## config.mk

```make
export PLATFORM = sky130hd
export DESIGN_NAME = wave_voice
export DESIGN_NICKNAME = d
export VERILOG_FILES = /design/src/rtl/wv_pkg.sv /design/src/rtl/wv_step_timer.sv /design/src/rtl/wv_bank_store.sv /design/src/rtl/wv_level_scale.sv /design/src/rtl/wave_voice.sv
export SDC_FILE = /design/constraint.sdc
export NUM_CORES = 1
export LEC_CHECK = 0
export ABC_AREA = 0
export BUFFER_PORTS_ARGS = -buffer_cell sky130_fd_sc_hd__buf_2
export CAP_MARGIN = 0
export CORE_MARGIN = 3
export CORE_UTILIZATION = 36
export DETAILED_ROUTE_END_ITERATION = 6
export GPL_TIMING_DRIVEN = 1
export SETUP_SLACK_MARGIN = 0.2
export SYNTH_ARGS = -nofsm -noshare
export SYNTH_HDL_FRONTEND = slang
export SYNTH_SLANG_ARGS = --single-unit
```

## constraint.sdc

```tcl
create_clock -name clk -period 3.8 [get_ports clk]
set_input_delay 0.19 -clock clk [delete_from_list [all_inputs] [get_ports clk]]
set_output_delay 0.19 -clock clk [all_outputs]
set_load 0.02 [all_outputs]
```

## src/rtl/wv_pkg.sv

```systemverilog
// Package of shared widths and the level-code encoding for the wavetable voice.
// Assumes 4-bit samples packed two per byte.
package wv_pkg;
    localparam int WV_FREQ_W     = 11;
    localparam int WV_SAMPLE_W   = 4;
    localparam int WV_BANK_BYTES = 16;
    localparam int WV_CPU_ADDR_W = 5;
    localparam int WV_STEP_SHIFT = 3;   // period multiplier of 8

    typedef enum logic [1:0] {
        LVL_MUTE    = 2'd0,
        LVL_FULL    = 2'd1,
        LVL_HALF    = 2'd2,
        LVL_QUARTER = 2'd3
    } wv_level_e;
endpackage

```

## src/rtl/wv_step_timer.sv

```systemverilog
// Period timer: produces a one-cycle step pulse every ((2^FREQ_W) - freq) << STEP_SHIFT
// ticks while run is high. A load restarts the full period and suppresses a step.
// Assumes freq is stable between loads (a new value is used on the next reload).
module wv_step_timer #(
    parameter int FREQ_W     = 11,
    parameter int STEP_SHIFT = 3,
    localparam int TIMER_W   = FREQ_W + 1 + STEP_SHIFT
) (
    input  logic              clk,
    input  logic              rst_n,
    input  logic              tick,
    input  logic              run,
    input  logic              load,
    input  logic [FREQ_W-1:0] freq,
    output logic              step
);
    localparam int SPAN = 1 << FREQ_W;

    logic [FREQ_W:0]    span_left;
    logic [TIMER_W-1:0] period;
    logic [TIMER_W-1:0] cnt_q;

    // Period length in ticks derived from the frequency value.
    always_comb begin
        span_left = (FREQ_W+1)'(SPAN) - {1'b0, freq};
        period    = {span_left, STEP_SHIFT'(0)};
    end

    // Step fires on the last tick of a period.
    assign step = run && tick && !load && (cnt_q <= TIMER_W'(1));

    // Down-counter reloaded on trigger and at the end of every period.
    always_ff @(posedge clk) begin
        if (!rst_n) begin
            cnt_q <= '0;
        end else if (load) begin
            cnt_q <= period;
        end else if (run && tick) begin
            cnt_q <= (cnt_q <= TIMER_W'(1)) ? period : cnt_q - TIMER_W'(1);
        end
    end
endmodule

```

## src/rtl/wv_bank_store.sv

```systemverilog
// Two-bank byte storage. The CPU port always reaches the bank not selected for play;
// offsets at or above BANK_BYTES read as all ones and ignore writes.
// The playback port reads any bank/byte combinationally. Contents have no reset.
module wv_bank_store #(
    parameter int BANK_BYTES = 16,
    parameter int ADDR_W     = 5,
    parameter int BYTE_W     = 8,
    localparam int IDX_W     = $clog2(BANK_BYTES),
    localparam int NUM_BANKS = 2
) (
    input  logic              clk,
    input  logic              play_sel,
    input  logic              cpu_we,
    input  logic [ADDR_W-1:0] cpu_addr,
    input  logic [BYTE_W-1:0] cpu_wdata,
    output logic [BYTE_W-1:0] cpu_rdata,
    input  logic              rd_bank,
    input  logic [IDX_W-1:0]  rd_idx,
    output logic [BYTE_W-1:0] rd_byte
);
    logic                               in_range;
    logic [IDX_W-1:0]                   cpu_idx;
    logic [NUM_BANKS-1:0][BYTE_W-1:0]   cpu_view;
    logic [NUM_BANKS-1:0][BYTE_W-1:0]   play_view;

    assign in_range = (cpu_addr < ADDR_W'(BANK_BYTES));
    assign cpu_idx  = cpu_addr[IDX_W-1:0];

    for (genvar b = 0; b < NUM_BANKS; b++) begin : g_bank
        logic [BYTE_W-1:0] store [BANK_BYTES];

        // CPU write lands only in the bank that is not playing.
        always_ff @(posedge clk) begin
            if (cpu_we && in_range && (1'(b) != play_sel)) begin
                store[cpu_idx] <= cpu_wdata;
            end
        end

        assign cpu_view[b]  = store[cpu_idx];
        assign play_view[b] = store[rd_idx];
    end

    // CPU read of the non-playing bank, all ones outside the bank.
    assign cpu_rdata = in_range ? cpu_view[~play_sel] : {BYTE_W{1'b1}};
    // Playback read of the requested bank.
    assign rd_byte   = play_view[rd_bank];
endmodule

```

## src/rtl/wv_level_scale.sv

```systemverilog
// Volume scaler: applies the 2-bit shift level or the 3/4 override to a sample,
// and forces zero when the voice is not enabled. Purely combinational.
module wv_level_scale
    import wv_pkg::*;
#(
    parameter int SAMPLE_W = 4
) (
    input  logic [SAMPLE_W-1:0] sample,
    input  wv_level_e           level,
    input  logic                force34,
    input  logic                enable,
    output logic [SAMPLE_W-1:0] scaled
);
    logic [SAMPLE_W+1:0] triple;

    // Pick the override or the shift selected by the level code.
    always_comb begin
        triple = {2'b00, sample} * (SAMPLE_W+2)'(3);
        if (!enable) begin
            scaled = '0;
        end else if (force34) begin
            scaled = triple[SAMPLE_W+1:2];
        end else begin
            unique case (level)
                LVL_MUTE:    scaled = '0;
                LVL_FULL:    scaled = sample;
                LVL_HALF:    scaled = sample >> 1;
                LVL_QUARTER: scaled = sample >> 2;
                default:     scaled = '0;
            endcase
        end
    end
endmodule

```

## src/rtl/wave_voice.sv

```systemverilog
// Dual-bank wavetable voice: control registers, play position and current sample,
// built on a period timer, a two-bank store and a level scaler.
// Assumes register writes and trigger do not coincide with a kill from the length block
// (kill and DAC-off win if they do). rst_n doubles as power-off; bank contents survive it.
module wave_voice
    import wv_pkg::*;
#(
    parameter int FREQ_W     = WV_FREQ_W,
    parameter int SAMPLE_W   = WV_SAMPLE_W,
    parameter int BANK_BYTES = WV_BANK_BYTES,
    parameter int CPU_ADDR_W = WV_CPU_ADDR_W,
    localparam int BYTE_W    = 2 * SAMPLE_W,
    localparam int IDX_W     = $clog2(BANK_BYTES),
    localparam int POS_W     = IDX_W + 2
) (
    input  logic                  clk,
    input  logic                  rst_n,
    input  logic                  tick,
    input  logic                  kill,
    input  logic                  ctl_lo_we,
    input  logic [7:0]            ctl_lo_data,
    input  logic                  ctl_hi_we,
    input  logic [15:0]           ctl_hi_data,
    input  logic                  freq_we,
    input  logic [15:0]           freq_data,
    input  logic                  mem_we,
    input  logic [CPU_ADDR_W-1:0] mem_addr,
    input  logic [BYTE_W-1:0]     mem_wdata,
    output logic [BYTE_W-1:0]     mem_rdata,
    output logic [SAMPLE_W-1:0]   level_out,
    output logic                  active,
    output logic                  dac_en,
    output logic                  len_en
);
    logic              chain_q, sel_q, dac_q, force_q, len_q, active_q;
    wv_level_e         level_q;
    logic [FREQ_W-1:0] freq_q;
    logic [POS_W-1:0]  pos_q, pos_inc, pos_next;
    logic [SAMPLE_W-1:0] sample_q, pick;
    logic              trig, step, dac_off_wr;
    logic              rd_bank;
    logic [IDX_W-1:0]  rd_idx;
    logic [BYTE_W-1:0] rd_byte;
    logic              unused_bits;

    assign unused_bits = ^{ctl_lo_data[4:0], ctl_hi_data[12:0], freq_data[13:FREQ_W]};

    assign trig       = freq_we && freq_data[15];
    assign dac_off_wr = ctl_lo_we && !ctl_lo_data[7];

    // Control register capture from the three write ports.
    always_ff @(posedge clk) begin
        if (!rst_n) begin
            chain_q <= 1'b0;
            sel_q   <= 1'b0;
            dac_q   <= 1'b0;
            level_q <= LVL_MUTE;
            force_q <= 1'b0;
            freq_q  <= '0;
            len_q   <= 1'b0;
        end else begin
            if (ctl_lo_we) begin
                chain_q <= ctl_lo_data[5];
                sel_q   <= ctl_lo_data[6];
                dac_q   <= ctl_lo_data[7];
            end
            if (ctl_hi_we) begin
                level_q <= wv_level_e'(ctl_hi_data[14:13]);
                force_q <= ctl_hi_data[15];
            end
            if (freq_we) begin
                freq_q <= freq_data[FREQ_W-1:0];
                len_q  <= freq_data[14];
            end
        end
    end

    // Active flag: set by trigger from the DAC state, cleared by kill or DAC off.
    always_ff @(posedge clk) begin
        if (!rst_n) begin
            active_q <= 1'b0;
        end else if (kill || dac_off_wr) begin
            active_q <= 1'b0;
        end else if (trig) begin
            active_q <= dac_q;
        end
    end

    wv_step_timer #(
        .FREQ_W     (FREQ_W),
        .STEP_SHIFT (WV_STEP_SHIFT)
    ) u_timer (
        .clk   (clk),
        .rst_n (rst_n),
        .tick  (tick),
        .run   (active_q),
        .load  (trig),
        .freq  (trig ? freq_data[FREQ_W-1:0] : freq_q),
        .step  (step)
    );

    // Next position, masked to one bank at the moment of advance unless chained.
    always_comb begin
        pos_inc  = pos_q + POS_W'(1);
        pos_next = chain_q ? pos_inc : {1'b0, pos_inc[POS_W-2:0]};
    end

    // Playback read address: byte 0 of the playing bank on trigger, else next position.
    always_comb begin
        rd_bank = trig ? sel_q : (sel_q ^ pos_next[POS_W-1]);
        rd_idx  = trig ? '0 : pos_next[POS_W-2:1];
        pick    = (!trig && pos_next[0]) ? rd_byte[SAMPLE_W-1:0]
                                         : rd_byte[BYTE_W-1:SAMPLE_W];
    end

    // Position and current sample update on trigger or step.
    always_ff @(posedge clk) begin
        if (!rst_n) begin
            pos_q    <= '0;
            sample_q <= '0;
        end else if (trig) begin
            pos_q    <= '0;
            sample_q <= pick;
        end else if (step) begin
            pos_q    <= pos_next;
            sample_q <= pick;
        end
    end

    wv_bank_store #(
        .BANK_BYTES (BANK_BYTES),
        .ADDR_W     (CPU_ADDR_W),
        .BYTE_W     (BYTE_W)
    ) u_store (
        .clk       (clk),
        .play_sel  (sel_q),
        .cpu_we    (mem_we),
        .cpu_addr  (mem_addr),
        .cpu_wdata (mem_wdata),
        .cpu_rdata (mem_rdata),
        .rd_bank   (rd_bank),
        .rd_idx    (rd_idx),
        .rd_byte   (rd_byte)
    );

    wv_level_scale #(
        .SAMPLE_W (SAMPLE_W)
    ) u_scale (
        .sample  (sample_q),
        .level   (level_q),
        .force34 (force_q),
        .enable  (active_q && dac_q),
        .scaled  (level_out)
    );

    assign active = active_q;
    assign dac_en = dac_q;
    assign len_en = len_q;
endmodule

```

# Word-level counts from Yosys, hierarchy flattened
# Memories as Yosys holds them, arrays and structs flattened.
# Index checks and enable logic that the tools add are counted.
# totals
regBits,44
ramBits,256
output_inout_bits,15
n_memories,2
# op_classes
addsub,3
multipliers,1
n_lt_le_gt_ge,4
n_eq_ne,3
mux,22
n_bitwise,3
reduce_logical,18
# memory_table
name,words,word_bits,read_ports,rd_clocked_by_memory_dff,write_ports,line,text
u_store.g_bank[0].store,16,8,2,0,1,wv_bank_store.sv:30,logic [BYTE_W-1:0] store [BANK_BYTES];
u_store.g_bank[1].store,16,8,2,0,1,wv_bank_store.sv:30,
# ops
operator,n
2-to-1 mux 15 bit,3
2-to-1 mux 8 bit,5
2-to-1 mux 4 bit,6
one-hot mux 4 bit (4 select lines),1
less-or-equal comparator 15 x 1 -> 1 bit (second input constant),1
subtractor 15 x 1 -> 15 bit (second input constant),1
subtractor 12 x 11 -> 12 bit (first input constant),1
2-to-1 mux 11 bit,1
logical AND 1 bit,10
adder 6 x 1 -> 6 bit (second input constant),1
multiplier 4 x 2 -> 6 bit (second input constant),1
2-to-1 mux 6 bit,1
< comparator 5 bit (second input constant),1
2-to-1 mux 1 bit,5
equality test 2 bit (second input constant),2
< comparator 1 x 2 -> 1 bit (second input constant),2
nonzero test 2 bit,2
OR reduction 2 bit,2
equality test 2 x 1 -> 1 bit (second input constant),1
zero test 1 bit,2
zero test 2 bit,1
inverter 1 bit,2
logical OR 1 bit,1
bitwise XOR 1 bit,1

# Logic depth before layout (Yosys ltp)
# depth
ltp_word,9
mapped_depth,12
depth_no_buf,9

# By module
# Synthesis repeated with hierarchy kept, for this count alone.
# unflattened
cells_unflattened,970
area_unflattened_um2,14705.4
# modules_own_cells
module,n_inst,cells_each,area_per_inst_um2
wv_bank_store,1,616,11820.1
wave_voice,1,169,1450.1
wv_step_timer,1,151,1163.6
wv_level_scale,1,34,271.5

# Worst setup path before layout
# No wires, ideal clock.
# synth_timing
path_kind,input port to flip-flop
from,input freq_data[15]
to,register u_timer.cnt_q[13]
setup_time_ps,132
arrival_time_ps,2711
required_time_ps,3668
path_slack_ps,956
path_stages,12
n_path_buf,3
path_cell_list,and2_1 buf_2 clkbuf_1 clkbuf_1 mux2i_1 ha_1 o221ai_1 nand3b_1 or3b_2 xnor2_1 a2bb2oi_1 a21oi_1
# synth_via
elab_chain_cells,6
word_cells_on_any_way,7
cone_classes,add/sub (1); mux (4); reduce/logical (2)
# synth_lines
item,line,text
"start, declared",wave_voice.sv:25,"input logic [15:0] freq_data,"
logical AND 1 bit (*),wave_voice.sv:48,assign trig = freq_we && freq_data[15];
2-to-1 mux 11 bit,wave_voice.sv:98,".freq (trig ? freq_data[FREQ_W-1:0] : freq_q),"
subtractor 12 x 11 -> 12 bit,wv_step_timer.sv:25,"span_left = (FREQ_W+1)'(SPAN) - {1'b0, freq};"
2-to-1 mux 15 bit,wv_step_timer.sv:39,cnt_q <= (cnt_q <= TIMER_W'(1)) ? period : cnt_q - TIMER_W'(1);
2-to-1 mux 15 bit,wv_step_timer.sv:38,end else if (run && tick) begin
2-to-1 mux 15 bit,wv_step_timer.sv:36,end else if (load) begin
"end signal, assigned",wv_step_timer.sv:37,cnt_q <= period;
"end signal, assigned",wv_step_timer.sv:39,
"end, declared",wv_step_timer.sv:21,logic [TIMER_W-1:0] cnt_q;
# Mark *: on every way between the ends. The rest lies on a longest branch, timed or not. The select of a mux whose other input is x is not followed.
# A chain may end at the register's enable or synchronous reset.

# Final worst setup path
# layout_timing
from,register pos_q[2]
to,register sample_q[2]
# layout_via
elab_chain_cells,9
word_cells_on_any_way,12
cone_classes,add/sub (1); mux (8); bitwise (1); memory (2)
# layout_lines
item,line,text
"start, declared",wave_voice.sv:38,"logic [POS_W-1:0] pos_q, pos_inc, pos_next;"
"start signal, assigned",wave_voice.sv:125,pos_q <= pos_next;
adder 6 x 1 -> 6 bit (*),wave_voice.sv:104,pos_inc = pos_q + POS_W'(1);
2-to-1 mux 6 bit (*),wave_voice.sv:105,"pos_next = chain_q ? pos_inc : {1'b0, pos_inc[POS_W-2:0]};"
2-to-1 mux 4 bit / bitwise XOR 1 bit (equally long branches),"wave_voice.sv:111, wave_voice.sv:110",
memory (16 x 8 bit) / 2-to-1 mux 1 bit (equally long branches),n/a,
2-to-1 mux 8 bit (not written as such) (*) (2 in series),wv_bank_store.sv:46,assign rd_byte = play_view[rd_bank];
2-to-1 mux 4 bit (*),wave_voice.sv:112,pick = (!trig && pos_next[0]) ? rd_byte[SAMPLE_W-1:0]
2-to-1 mux 4 bit,wave_voice.sv:124,end else if (step) begin
2-to-1 mux 4 bit (*),wave_voice.sv:121,end else if (trig) begin
"end signal, assigned",wave_voice.sv:123,sample_q <= pick;
"end signal, assigned",wave_voice.sv:126,sample_q <= pick;
"end, declared",wave_voice.sv:39,"logic [SAMPLE_W-1:0] sample_q, pick;"
# Marked as above.

==> metrics.csv <==
stage,metric,value,unit
grt,pin count of the biggest net entering global routing,67,
final_layout,Area Overhead vs Synth,17.0,%
worst_setup_path,crit path cell chain,"and3_1, mux2_4, buf_4, mux2_2, o22ai_1, o41ai_1, a22o_1, a31oi_1",
power,Pwr Density,425,mW/mm^2
synth,ys flop type,edfxtp_1,
grt,global-route wire length before repair,67900,um
synth,largest family of logic cells by synthesized area,multiplexers,
sta,Slew HR,0.177,
synth,main area contributors after synthesis,"edfxtp_1, mux4_2, mux2i_1, dfxtp_1, nand2_1",
route,DRT met1 WL,19000,um
grt,number of global-route vias before repair,10700,
synth,fraction of registers with async set/reset,0,
final_layout,fill cell count,3774,
synth,post-synthesis sequential area ratio,0.563,
clock_tree,Post-CTS Setup Repair Bufs,0,
sta,WHS,23.0,ps
synth,Synth Instances,1163,
clock_tree,clk_lat worst skew,540,ps
sta,"Setup violations, final",0,
die,IO Count,76,
synth,post-synthesis compound-gate area fraction,0.0768,
route,met3 routed WL,4530,um
synth,Simple-Gate Fraction of Synth Area,0.114,
sta,Setup TNS Final,0,ps
power,Total Power,7.56,mW
synth,Yosys warnings,0,
synth,Post-Syn Area,0.0152,sq mm
worst_setup_path,CP Buf/Inv Count,1,
synth,Synth Register Bits,300,
die,Initial Util,0.368,
grt,antenna violations before repair,1,
worst_setup_path,CP max FO,35,
clock_tree,"Reg clk slew, reported paths",60,ps
clock_tree,number of buffers created by CTS,35,
power,Leak,6.16,nW
synth,Commonest cells post-synth,"edfxtp_1, nand2_1, mux2i_1",
synth,number of synthesized flops with an enable pin,256,
synth,syn nets,1232,
sta,final hold violations,0,
grt,Overflow after GRT,0,
route,Routed Antenna Nets,0,
clock_tree,H-tree depth,2,
placed_design,Post-DP HPWL,29900,um
worst_setup_path,Crit. End Element,register,
die,Rows,74,
clock_tree,clock root cell,clkbuf_16,
die,Die Wd,212,um
clock_tree,CTS tree,built,
route,top routing layer used,met4,
route,initial DRC count,1197,
power,VDD IR max,392,uV
worst_setup_path,required time of the worst setup path,4210,ps
route,DR vias/cell,5.96,
clock_tree,Clock Sinks,300,
synth,most common cell in the netlist,edfxtp_1,
final_layout,Nets,1348,
die,Core ar.,0.0413,sq mm
sta,RSZ-0062 raised after global routing,false,
synth,Post-Synth Adder-Cell Area,0.00707,
worst_setup_path,crit-path max cell delay,680,ps
synth,Synth area leader,edfxtp_1,
placed_design,port buffer count,54,
final_layout,share of cells above drive strength 1,0.215,
placed_design,RD Place Congestion,0.870,
route,met2 WL post-DR,20700,um
synth,synth unique cells,68,
sta,Final Cycle Share,0.865,
sta,Setup Skew,27.9,ps
die,Die ar.,0.0448,sq mm
sta,fin. max-slew vios,0,
worst_setup_path,Slowest cell on crit path,mux2_4,
flow_run,max-cap viol count,0,
grt,GR Util All Layers,0.203,
status,status,"complete, no violations",
synth,top cell type's share of synthesized area,0.505,
final_layout,Final Util,0.431,
sta,f_max,304,MHz
hold_path,HP Class,in2reg,
clock_tree,Post-CTS Resized,0,
worst_setup_path,CP startpoint kind,register,
worst_setup_path,critical path arrival,3700,ps
route,via count,11000,
worst_setup_path,Crit Path Class,reg2reg,
synth,portion of netlist area occupied by mux cells,0.199,
route,WL final,45800,um
clock_tree,CTS Hold Bufs,25,
synth,syn avg cell area,13.1,sq um
clock_tree,clk buf depth,3,
route,Pre-antenna DRT Iters,7,
sta,minimum clock period,3290,ps
route,DRC violations left,0,
synth,XOR/XNOR Fraction of Synth Area,0.0155,
sta,actual slew at the worst max-slew pin,1230,ps
route,WL per Instance,24.9,um
die,Die Ht,212,um
worst_setup_path,family with the most delay on the worst path,compound AO/OA/AOI/OAI gates,
==> kinds of logic (layout without fill, tap and decap cells) <==
kind of cell / count (synthesis) / in the layout
xor+xnor: 26 / 26
mux: 194 / 194
flops: 300 / 300
compound gates: 175 / 175
simple gates: 378 / 378
buf+inv: 82 / 223
fa+ha+maj: 8 / 8
other cells: 0 / 1
==> cell usage in the layout, fill, tap and decap left out, types with 6 or more instances in the layout <==
cell / netlist / routed
a211oi_1: 15 / 15
a21oi_1: 44 / 44
a221oi_1: 6 / 6
a22oi_1: 6 / 6
a31oi_1: 11 / 11
buf_2: 20 / 52
buf_4: 0 / 73
clkbuf_16: 0 / 35
clkinv_2: 0 / 9
dfxtp_1: 44 / 44
dlygate4sd3_1: 0 / 25
edfxtp_1: 256 / 256
ha_1: 7 / 7
inv_1: 9 / 9
mux2i_1: 103 / 102
mux4_2: 86 / 86
nand2_1: 130 / 130
nand2b_1: 15 / 15
nand3_1: 49 / 49
nand3b_1: 12 / 12
nor2_1: 99 / 99
nor2b_1: 6 / 6
nor3_1: 29 / 29
o21ai_0: 25 / 25
o22ai_1: 14 / 14
xnor2_1: 17 / 17
xor2_1: 8 / 8
==> power breakdown <==
part,internal [mW],leakage [nW],switching [mW],total (mW)
clock network,1.98,0.563,1.37,3.35
registers,3.60,2.66,0.0361,3.64
logic,0.233,2.94,0.331,0.564
==> path summary, 6_finish.rpt <==
path,startpoint,endpoint,slack [ps],cells after the start
max,pos_q[2],sample_q[2],510,8
min,rst_n,sample_q[1],20,3
max reg2reg,pos_q[2],sample_q[2],510,8
min reg2reg,u_timer.cnt_q[11],u_timer.cnt_q[11],490,2
==> worst reg2reg max path, stage by stage, from the launching register on <==
cell	delay, ps
dfxtp_1	510
and3_1	550
mux2_4	680
buf_4	350
mux2_2	170
o22ai_1	80
o41ai_1	530
a22o_1	230
a31oi_1	100
==> metal layers <==
metal  GRT usage  vias up
li1            -     4769
met2       0.314      575
met4      0.0700        0
met5           0        -
met1       0.283     5506
met3      0.0477      100
==> state kept, by name, indices dropped and copies added, names as in the netlist, 2 cells and up <==
signal / flops
level_q: 2
sample_q: 4
pos_q: 6
u_timer.cnt_q: 15
freq_q: 11
u_store.g_bank.store: 256
==> metrics by stage <==
step | area (sq um) | worst slack (ps) | cells
after detailed placement | 16400 | 545 | 1749
after global placement | 16400 | 632 | 1749
after floorplan | 15200 | 956 | 1163
final | 17800 | 514 | 1837
after CTS | 17800 | 519 | 1836
after global routing | 17800 | 361 | 1836
==> area by class of cell <==
class | count | area, sq um | share of cell area
flip-flops and latches | 300 | 8570 | 0.482
multi-input cells | 781 | 6300 | 0.354
repair buffers | 151 | 1080 | 0.0606
clock buffers | 39 | 891 | 0.0501
well taps | 532 | 666 | 0.0374
clock inverters | 23 | 249 | 0.0140
inverters | 10 | 37.5 | 0.00211
diodes | 1 | 2.50 | 0.000141
No activity file was read; power rests on OpenSTA's default activity.
